`config.mk`:
```
export PLATFORM = sky130hd
export DESIGN_NAME = ctx_fetch
export DESIGN_NICKNAME = d
export VERILOG_FILES = /design/src/rtl/cf_pkg.sv /design/src/rtl/cf_ctx_mem.sv /design/src/rtl/cf_seq_fsm.sv /design/src/rtl/cf_pc_sel.sv /design/src/rtl/ctx_fetch.sv
export SDC_FILE = /design/constraint.sdc
export NUM_CORES = 1
export LEC_CHECK = 0
export BUFFER_PORTS_ARGS = -buffer_cell sky130_fd_sc_hd__buf_2
export CORE_AREA = 10 10 297 299
export CTS_CLUSTER_DIAMETER = 40
export DETAILED_ROUTE_END_ITERATION = 10
export DIE_AREA = 0 0 307 309
export PLACE_DENSITY_LB_ADDON = 0.3
export SYNTH_ARGS = -nofsm -noshare
export SYNTH_HDL_FRONTEND = slang
export SYNTH_HIERARCHICAL = 1
export SYNTH_SLANG_ARGS = --single-unit
```
`constraint.sdc`:
```
create_clock -name clk -period 3.7 [get_ports clk]
set_input_delay 0.37 -clock clk [delete_from_list [all_inputs] [get_ports clk]]
set_output_delay 0.37 -clock clk [all_outputs]
set_load 0.01 [all_outputs]
```
`src/rtl/cf_pkg.sv`:
```
package cf_pkg;
    typedef enum logic [1:0] {
        ST_CFG  = 2'd0,
        ST_RUN  = 2'd1,
        ST_DONE = 2'd2
    } cf_state_e;

    localparam int OPC_W = 4;
    localparam logic [OPC_W-1:0] OPC_END = 4'hF;
endpackage

```
`src/rtl/cf_ctx_mem.sv`:
```
module cf_ctx_mem #(
    parameter int DEPTH = 32,
    parameter int CTX_W = 32,
    localparam int AW = $clog2(DEPTH)
) (
    input  logic             clk,
    input  logic             we,
    input  logic [AW-1:0]    waddr,
    input  logic [CTX_W-1:0] wdata,
    input  logic [AW-1:0]    raddr,
    output logic [CTX_W-1:0] rdata
);
    logic [CTX_W-1:0] store_q [DEPTH];

    always_ff @(posedge clk) begin
        if (we) begin
            store_q[waddr] <= wdata;
        end
    end

    assign rdata = store_q[raddr];
endmodule

```
`src/rtl/cf_seq_fsm.sv`:
```
module cf_seq_fsm
    import cf_pkg::*;
(
    input  logic      clk,
    input  logic      rst_n,
    input  logic      cfg_mode,
    input  logic      end_hit,
    output cf_state_e state_o,
    output logic      is_cfg,
    output logic      is_run,
    output logic      is_done
);
    cf_state_e state_q, state_d;

    // state register
    always_ff @(posedge clk or negedge rst_n) begin
        if (!rst_n) begin
            state_q <= ST_CFG;
        end else begin
            state_q <= state_d;
        end
    end

    // transitions: T_START, T_END, T_RECFG
    always_comb begin
        state_d = state_q;
        unique case (state_q)
            ST_CFG:  if (!cfg_mode) state_d = ST_RUN;
            ST_RUN:  begin
                if (cfg_mode)     state_d = ST_CFG;
                else if (end_hit) state_d = ST_DONE;
            end
            ST_DONE: if (cfg_mode) state_d = ST_CFG;
            default: state_d = ST_CFG;
        endcase
    end

    // decoded outputs
    always_comb begin
        is_cfg  = 1'b0;
        is_run  = 1'b0;
        is_done = 1'b0;
        unique case (state_q)
            ST_CFG:  is_cfg  = 1'b1;
            ST_RUN:  is_run  = 1'b1;
            ST_DONE: is_done = 1'b1;
            default: is_cfg  = 1'b1;
        endcase
    end

    assign state_o = state_q;
endmodule

```
`src/rtl/cf_pc_sel.sv`:
```
module cf_pc_sel #(
    parameter int DEPTH = 32,
    localparam int AW = $clog2(DEPTH),
    localparam logic [AW-1:0] LAST = AW'(DEPTH - 1)
) (
    input  logic          clk,
    input  logic          rst_n,
    input  logic          clear,
    input  logic          run,
    input  logic          rollback,
    input  logic          freeze,
    input  logic          jump,
    input  logic [AW-1:0] target,
    input  logic          capture,
    output logic [AW-1:0] pc_o,
    output logic [AW-1:0] bkp_o
);
    logic [AW-1:0] pc_q, bkp_q, pc_inc, pc_d;

    assign pc_inc = (pc_q == LAST) ? '0 : pc_q + 1'b1;

    // priority: rollback > freeze (END / stall) > predicted-taken > step
    always_comb begin
        if (rollback)    pc_d = bkp_q;
        else if (freeze) pc_d = pc_q;
        else if (jump)   pc_d = target;
        else             pc_d = pc_inc;
    end

    always_ff @(posedge clk or negedge rst_n) begin
        if (!rst_n) begin
            pc_q  <= '0;
            bkp_q <= '0;
        end else if (clear) begin
            pc_q  <= '0;
            bkp_q <= '0;
        end else if (run) begin
            pc_q <= pc_d;
            if (capture) begin
                bkp_q <= pc_inc;
            end
        end
    end

    assign pc_o  = pc_q;
    assign bkp_o = bkp_q;
endmodule

```
`src/rtl/ctx_fetch.sv`:
```
module ctx_fetch
    import cf_pkg::*;
#(
    parameter int DEPTH = 32,
    parameter int CTX_W = 32,
    localparam int AW = $clog2(DEPTH)
) (
    input  logic             clk,
    input  logic             rst_n,
    input  logic             cfg_mode,
    input  logic             cfg_we,
    input  logic [AW-1:0]    cfg_addr,
    input  logic [CTX_W-1:0] cfg_data,
    input  logic             stall,
    input  logic             jump,
    input  logic             br_invalid,
    input  logic             br_detected,
    input  logic             br_cond,
    input  logic             br_ops_ok,
    input  logic [AW-1:0]    br_target,
    output logic [AW-1:0]    pc,
    output logic [CTX_W-1:0] ctx,
    output logic             ctx_valid,
    output logic             done
);
    cf_state_e     state_q;
    logic          is_cfg, is_run, is_done;
    logic          is_end, cond_wait, hold, capture, end_hit;
    logic [AW-1:0] pc_q, bkp_q;

    assign is_end    = (ctx[CTX_W-1 -: OPC_W] == OPC_END);
    assign cond_wait = br_detected && br_cond && !br_ops_ok;
    assign hold      = stall || cond_wait || is_end;
    assign capture   = br_detected && !br_invalid && (!br_cond || br_ops_ok);
    assign end_hit   = is_end && !br_invalid;

    cf_ctx_mem #(.DEPTH(DEPTH), .CTX_W(CTX_W)) mem_i (
        .clk   (clk),
        .we    (cfg_we && cfg_mode && is_cfg),
        .waddr (cfg_addr),
        .wdata (cfg_data),
        .raddr (pc_q),
        .rdata (ctx)
    );

    cf_seq_fsm fsm_i (
        .clk      (clk),
        .rst_n    (rst_n),
        .cfg_mode (cfg_mode),
        .end_hit  (end_hit),
        .state_o  (state_q),
        .is_cfg   (is_cfg),
        .is_run   (is_run),
        .is_done  (is_done)
    );

    cf_pc_sel #(.DEPTH(DEPTH)) sel_i (
        .clk      (clk),
        .rst_n    (rst_n),
        .clear    (is_cfg),
        .run      (is_run),
        .rollback (br_invalid),
        .freeze   (hold),
        .jump     (jump),
        .target   (br_target),
        .capture  (capture),
        .pc_o     (pc_q),
        .bkp_o    (bkp_q)
    );

    assign pc        = pc_q;
    assign ctx_valid = is_run && !br_invalid;
    assign done      = is_done;
endmodule

```
Word level (Yosys, flattened, before mapping)

Memories as Yosys holds them, arrays and structs flattened.
Cells that the tools add are included.

Order comparisons: 0
Bitwise gates (word level): 0
Divide/modulo/power cells: 0
Reduce and logical (&&, ||, !) cells: 19
Add/subtract/negate cells: 1
Multiply operators: 0
Equal/unequal tests: 10
Shift operators: 0
Muxes and demuxes: 19

Operators with widths:

| kind                                          | number |
|---|---|
| 2-to-1 mux 5 bit                              | 9 |
| logical AND 1 bit                             | 8 |
| 2-to-1 mux 2 bit                              | 4 |
| != test 3 bit, second input constant          | 2 |
| one-hot mux 2 bit (3 select lines)            | 1 |
| adder 5 x 1 -> 5 bit, second input constant   | 1 |
| == test 5 bit, second input constant          | 1 |
| 2-to-1 mux 1 bit                              | 5 |
| == test 4 bit, second input constant          | 1 |
| != test 2 x 1 -> 1 bit, second input constant | 2 |
| != test 2 bit, second input constant          | 2 |
| AND reduction 2 bit                           | 2 |
| logical NOT 1 bit                             | 3 |
| logical OR 1 bit                              | 3 |
| AND reduction 3 bit                           | 1 |
| == test 2 x 1 -> 1 bit, second input constant | 1 |
| == test 2 bit, second input constant          | 1 |
| logical NOT 2 bit                             | 1 |
| OR reduction 2 bit                            | 1 |

Word-level logic and storage cells: 53
Memory bits (read-only): 0
Output and inout bits: 39
Flip-flop bits (word level): 12
Input bits: 52
Memories kept: 1
RAM bits: 1024
Latch bits: 0

Memories:

| name          | words | width | read ports | clocked after Yosys merged registers in | write ports | RTL line         | source |
|---|---|---|---|---|---|---|---|
| mem_i.store_q | 32    | 32    | 1          | 0                                       | 1           | cf_ctx_mem.sv:13 | `logic [CTX_W-1:0] store_q [DEPTH];` |

Longest topological paths before layout

Word-level depth: 8
Depth in mapped cells: 14
Gate-level depth less buffers: 11

Modules after synthesis

Netlist, hierarchy kept.

By module, submodules not included:

| module     | area an instance (um2) | times used | seq. area each (um2) | cells an instance |
|---|---|---|---|---|
| cf_ctx_mem | 39844.5                | 1          | 30749.5              | 2228 |
| cf_pc_sel  | 590.6                  | 1          | 250.2                | 64 |
| cf_seq_fsm | 172.7                  | 1          | 50.0                 | 18 |
| ctx_fetch  | 63.8                   | 1          | 0.0                  | 8 |

Worst setup path before layout

Ideal clock, no wire load.

Path type: reg-to-reg
From: register fsm_i.state_q[1] (netlist: fsm_i/state_o[1])
To: memory mem_i.store_q[12][0] (enable)
Library setup time: 0.421 ns
Data required time: 3.279 ns
Stages on the path, launching flop included: 8
Path slack: 0.290 ns
Clock period less this slack: 3.410 ns
Buffers on the path: 1
Arrival: 2.989 ns
Path through: dfrtp_1 > inv_1 > ha_1 > inv_1 > and3_1 > or3b_2 > clkbuf_1 > nor2_1

Longest elaborated chain between the ends: 6
Elaborated cells between the ends (all ways): 7
Those cells by class: eq/ne (2); mux (3); reduce/logical (2)

RTL lines:

| element                                                 | RTL line         | source |
|---|---|---|
| from (decl)                                             | cf_seq_fsm.sv:13 | `cf_state_e state_q, state_d;` |
| from (signal assigned)                                  | cf_seq_fsm.sv:20 | `state_q <= state_d;` |
| == test 2 x 1 -> 1 bit or == test 2 bit (tied branches) | cf_seq_fsm.sv:43 | `unique case (state_q)` |
| OR reduction 2 bit (no line) *                          | --               |  |
| 2-to-1 mux 1 bit *                                      | cf_seq_fsm.sv:43 |  |
| via is_cfg                                              | ctx_fetch.sv:27  | `logic is_cfg, is_run, is_done;` |
| logical AND 1 bit *                                     | ctx_fetch.sv:39  | `.we (cfg_we && cfg_mode && is_cfg),` |
| 2-to-1 mux 1 bit *                                      | cf_ctx_mem.sv:16 | `if (we) begin` |
| 2-to-1 mux 1 bit (implied by the code) *                | cf_ctx_mem.sv:17 | `store_q[waddr] <= wdata;` |
| to (decl)                                               | cf_ctx_mem.sv:13 |  |

The timed path passes the listed nets; every way through them passes the cells marked *.

Final worst setup path

From: register sel_i.pc_q[3] (netlist: sel_i/pc_o[3])
To: output port ctx[20]

Longest elaborated chain between the ends: 1

RTL lines:

| element                | RTL line        | source |
|---|---|---|
| from (decl)            | cf_pc_sel.sv:18 | `logic [AW-1:0] pc_q, bkp_q, pc_inc, pc_d;` |
| from (signal assigned) | cf_pc_sel.sv:38 | `pc_q <= pc_d;` |
| memory (32 x 32 bit)   | --              |  |
| to (decl)              | ctx_fetch.sv:22 | `output logic [CTX_W-1:0] ctx,` |

Every way passes these cells.

==> run summary <==
number of nets in the layout = 2,585
first-pass GRT wire length = 149,000 microns
crit-path cells = nand2b_2 -> buf_4 -> a21oi_1 -> a31oi_1 -> nand3_1 -> buf_2
vias in the first global route = 22,144
VDD IR max = 0.000397 V
CP Capture Type = output port
ys flop type = edfxtp_1
setup_tns = 0 ns
CTS sink count = 1,036
final setup violating endpoints = 0
final hold vios = 0
Synth Cell Area = 40,700 sq um
#FFs+latches synth = 1,036
pwr/cell area = 658 nW/um^2
post-synthesis sequential area ratio = 0.763
Synth Net Count = 2,376
crit path kind = register to output port
ys async rst share = 0.0116
Post-DP HPWL = 58,900 microns
Area growth, synth to finish = 16.4%
R2R setup slack = 0.51 ns
worst reg2reg path endpoint = mem_i/store_q[20][9]
fillers = 6,071
reported max-cap violation count = 0
drt wl/cell = 27.7 microns
share of cells above drive strength 1 = 0.175
Peak Freq = 276 MHz
final max-slew violation count = 0
Slew headroom = 0.518
worst reg2reg startpoint = fsm_i/state_o[1]
Slew @ Worst Pin = 0.722 ns
Crit-path slowest cell = dfrtp_1
clk_skew = 0.0276 ns
CP startpoint kind = register
CTS tree = yes
RSZ-0062 raised after global routing = false
largest net degree at the start of global routing = 86
Final GP Congestion = 0.798
CP arrival = 3.25 ns
Post-Syn Instances = 2,318
Initial Util = 0.497
antenna violations before repair = 6
GR Overflow Total = 0
Rows = 105
dpl cells = 3,468
TritonCTS buffer count = 116
die area = 94,900 sq um
drt pass-1 iters = 5
Yosys cell types = 43
period utilization = 0.978
clk buf depth = 3
multi-input logic area = 9100 sq um
Leak = 14.9 nW
Avg Cell Area, Syn = 17.5 sq um
Hold Crit Class = input port to async pin
via count = 22,058
Tmin final = 3.62 ns
Worst R2R Path Depth = 7
die span in y = 309 microns
Post-synth EDFFs = 1,024
worst-skew pair later-pin latency = 0.67 ns
most frequent cells in the layout = edfxtp_1, mux2i_1, clkbuf_16
# DRC = 0
core area = 81,800 sq um
register area = 31,100 sq um
required time of the worst setup path = 3.33 ns
Crit Path Max Fanout = 25
clk root buf = clkbuf_16
# IOs = 91
Tot GR Track Use = 0.212
most common cell after layout, fill and taps aside = edfxtp_1
slowest cell delay on critical path = 0.58 ns
routed wire length = 102,000 microns
status = completed
DR iter-0 viols = 2,299
post-route ant nets = 0
Cell Count, Final, Fillers Out = 3,700
Port-buffer cells = 90
Ys Warns = 6
CTS H-tree depth = 3
Vias/cell = 5.96
Worst-path clk slew = 0.06 ns
Die X = 307 microns
==> layout make-up <==
| cell class | count | area share |
|---|---|---|
| Sequential cell | 1036 | 0.656 |
| Multi-Input combinational cell | 1147 | 0.192 |
| Clock buffer | 146 | 0.0655 |
| Timing Repair Buffer | 220 | 0.0399 |
| Tap cell | 1070 | 0.0283 |
| Clock inverter | 74 | 0.0173 |
| Inverter | 6 | 0.000476 |
| Antenna cell | 1 | 0.0000529 |
==> flip-flops by register name, summed over array words and instances, names as in the netlist <==
name / count
sel_i/bkp_o: 5
fsm_i/state_o: 2
sel_i/pc_o: 5
mem_i/store_q: 1024
==> worst max-delay path by stage <==
stage / from / endpoint / slack (ns) / depth (start not counted)
2_1_floorplan: fsm_i/state_o[1] / mem_i/store_q[12][0] / 0.29 / 7
3_3_place_gp: fsm_i/state_o[1] / mem_i/store_q[4][17] / 0.63 / 7
3_5_place_dp: fsm_i/state_o[1] / mem_i/store_q[20][11] / 0.55 / 7
6_report: sel_i/pc_o[3] / ctx[20] / 0.08 / 6
4_1_cts: sel_i/pc_o[1] / ctx[20] / 0.03 / 7
5_1_grt: sel_i/pc_o[3] / ctx[20] / 0.06 / 6
==> synth_stat cells (all sizes together), types with 2 or more instances <==
cell | count | share of area
edfxtp | 1024 | 0.76
mux2i | 516 | 0.13
a21oi | 106 | 0.013
nand2 | 106 | 0.0098
nand3 | 102 | 0.013
a22oi | 96 | 0.018
buf | 82 | 0.014
a22o | 64 | 0.014
clkbuf | 48 | 0.0046
nor2 | 40 | 0.0037
nor3 | 35 | 0.0043
a31oi | 32 | 0.0049
dfrtp | 12 | 0.0074
nand3b | 9 | 0.0017
ha | 6 | 0.0018
inv | 6 | 0.00055
nor2b | 5 | 0.00095
nand2b | 4 | 0.00062
o21ai | 3 | 0.00046
o31ai | 3 | 0.00068
or3b | 3 | 0.00065
and3 | 2 | 0.00031
or3 | 2 | 0.00031
==> layer usage <==
layer / global-route usage / vias to the layer above / wire [microns]
li1: - / 9646 / -
met1: 0.285 / 11297 / 41700
met2: 0.355 / 956 / 50700
met3: 0.0355 / 151 / 7710
met4: 0.0633 / 8 / 2270
met5: 0 / - / 46
==> cell families (layout without fill, tap and decap cells) <==
logic type,Yosys count,after routing,synth area share
AOI/OAI and AO/OA,308,308,0.0516
xor gates and xnor gates,2,2,0.000431
adders and majority gates,6,6,0.00185
buffers and inverters,136,446,0.0195
DFF,1036,1036,0.763
muxes,517,517,0.127
other,0,1,0
and+or+nand+nor,313,314,0.0359
==> report_power, final <==
| group | total, mW | switching [mW] | internal [mW] | leakage [nW] |
|---|---|---|---|---|
| Sequential | 13.1 | 0.0707 | 13.0 | 9.36 |
| Combinational | 6.60 | 3.97 | 2.63 | 3.70 |
| Clock | 11.5 | 4.63 | 6.84 | 1.86 |
==> critical path, delay by kind of cell (launching register included) <==
family	cells	cell delay, ns
buffers and inverters	2	0.73
AND/OR/NAND/NOR	2	0.68
flip-flops	1	0.58
AO/OA/AOI/OAI	2	0.55
==> stage by stage <==
stage	power, mW	setup WS (ns)	utilization	cell area [sq um]	hold slack, ns
final	31.1	0.0814	0.578	47300	0.104
after global routing	32.2	0.0598	0.578	47300	0.115
after CTS	31.2	0.0279	0.577	47200	0.0879
after detailed placement	19.8	0.553	0.529	43300	0.257
after global placement	19.7	0.627	0.529	43300	0.257
after floorplan	17.5	0.290	-	40700	0.0744
==> repair_timing <==
action                                  4_1_cts  5_1_grt
buffers inserted                              1        7
pin swaps                                     0        2
endpoints found under the setup margin        2        9
hold buffers                                  2        0
endpoints found under the hold margin        13        0
resized for setup                             1        2
cloned                                        0        1
Note: power is estimated with default switching activity, not from simulation.
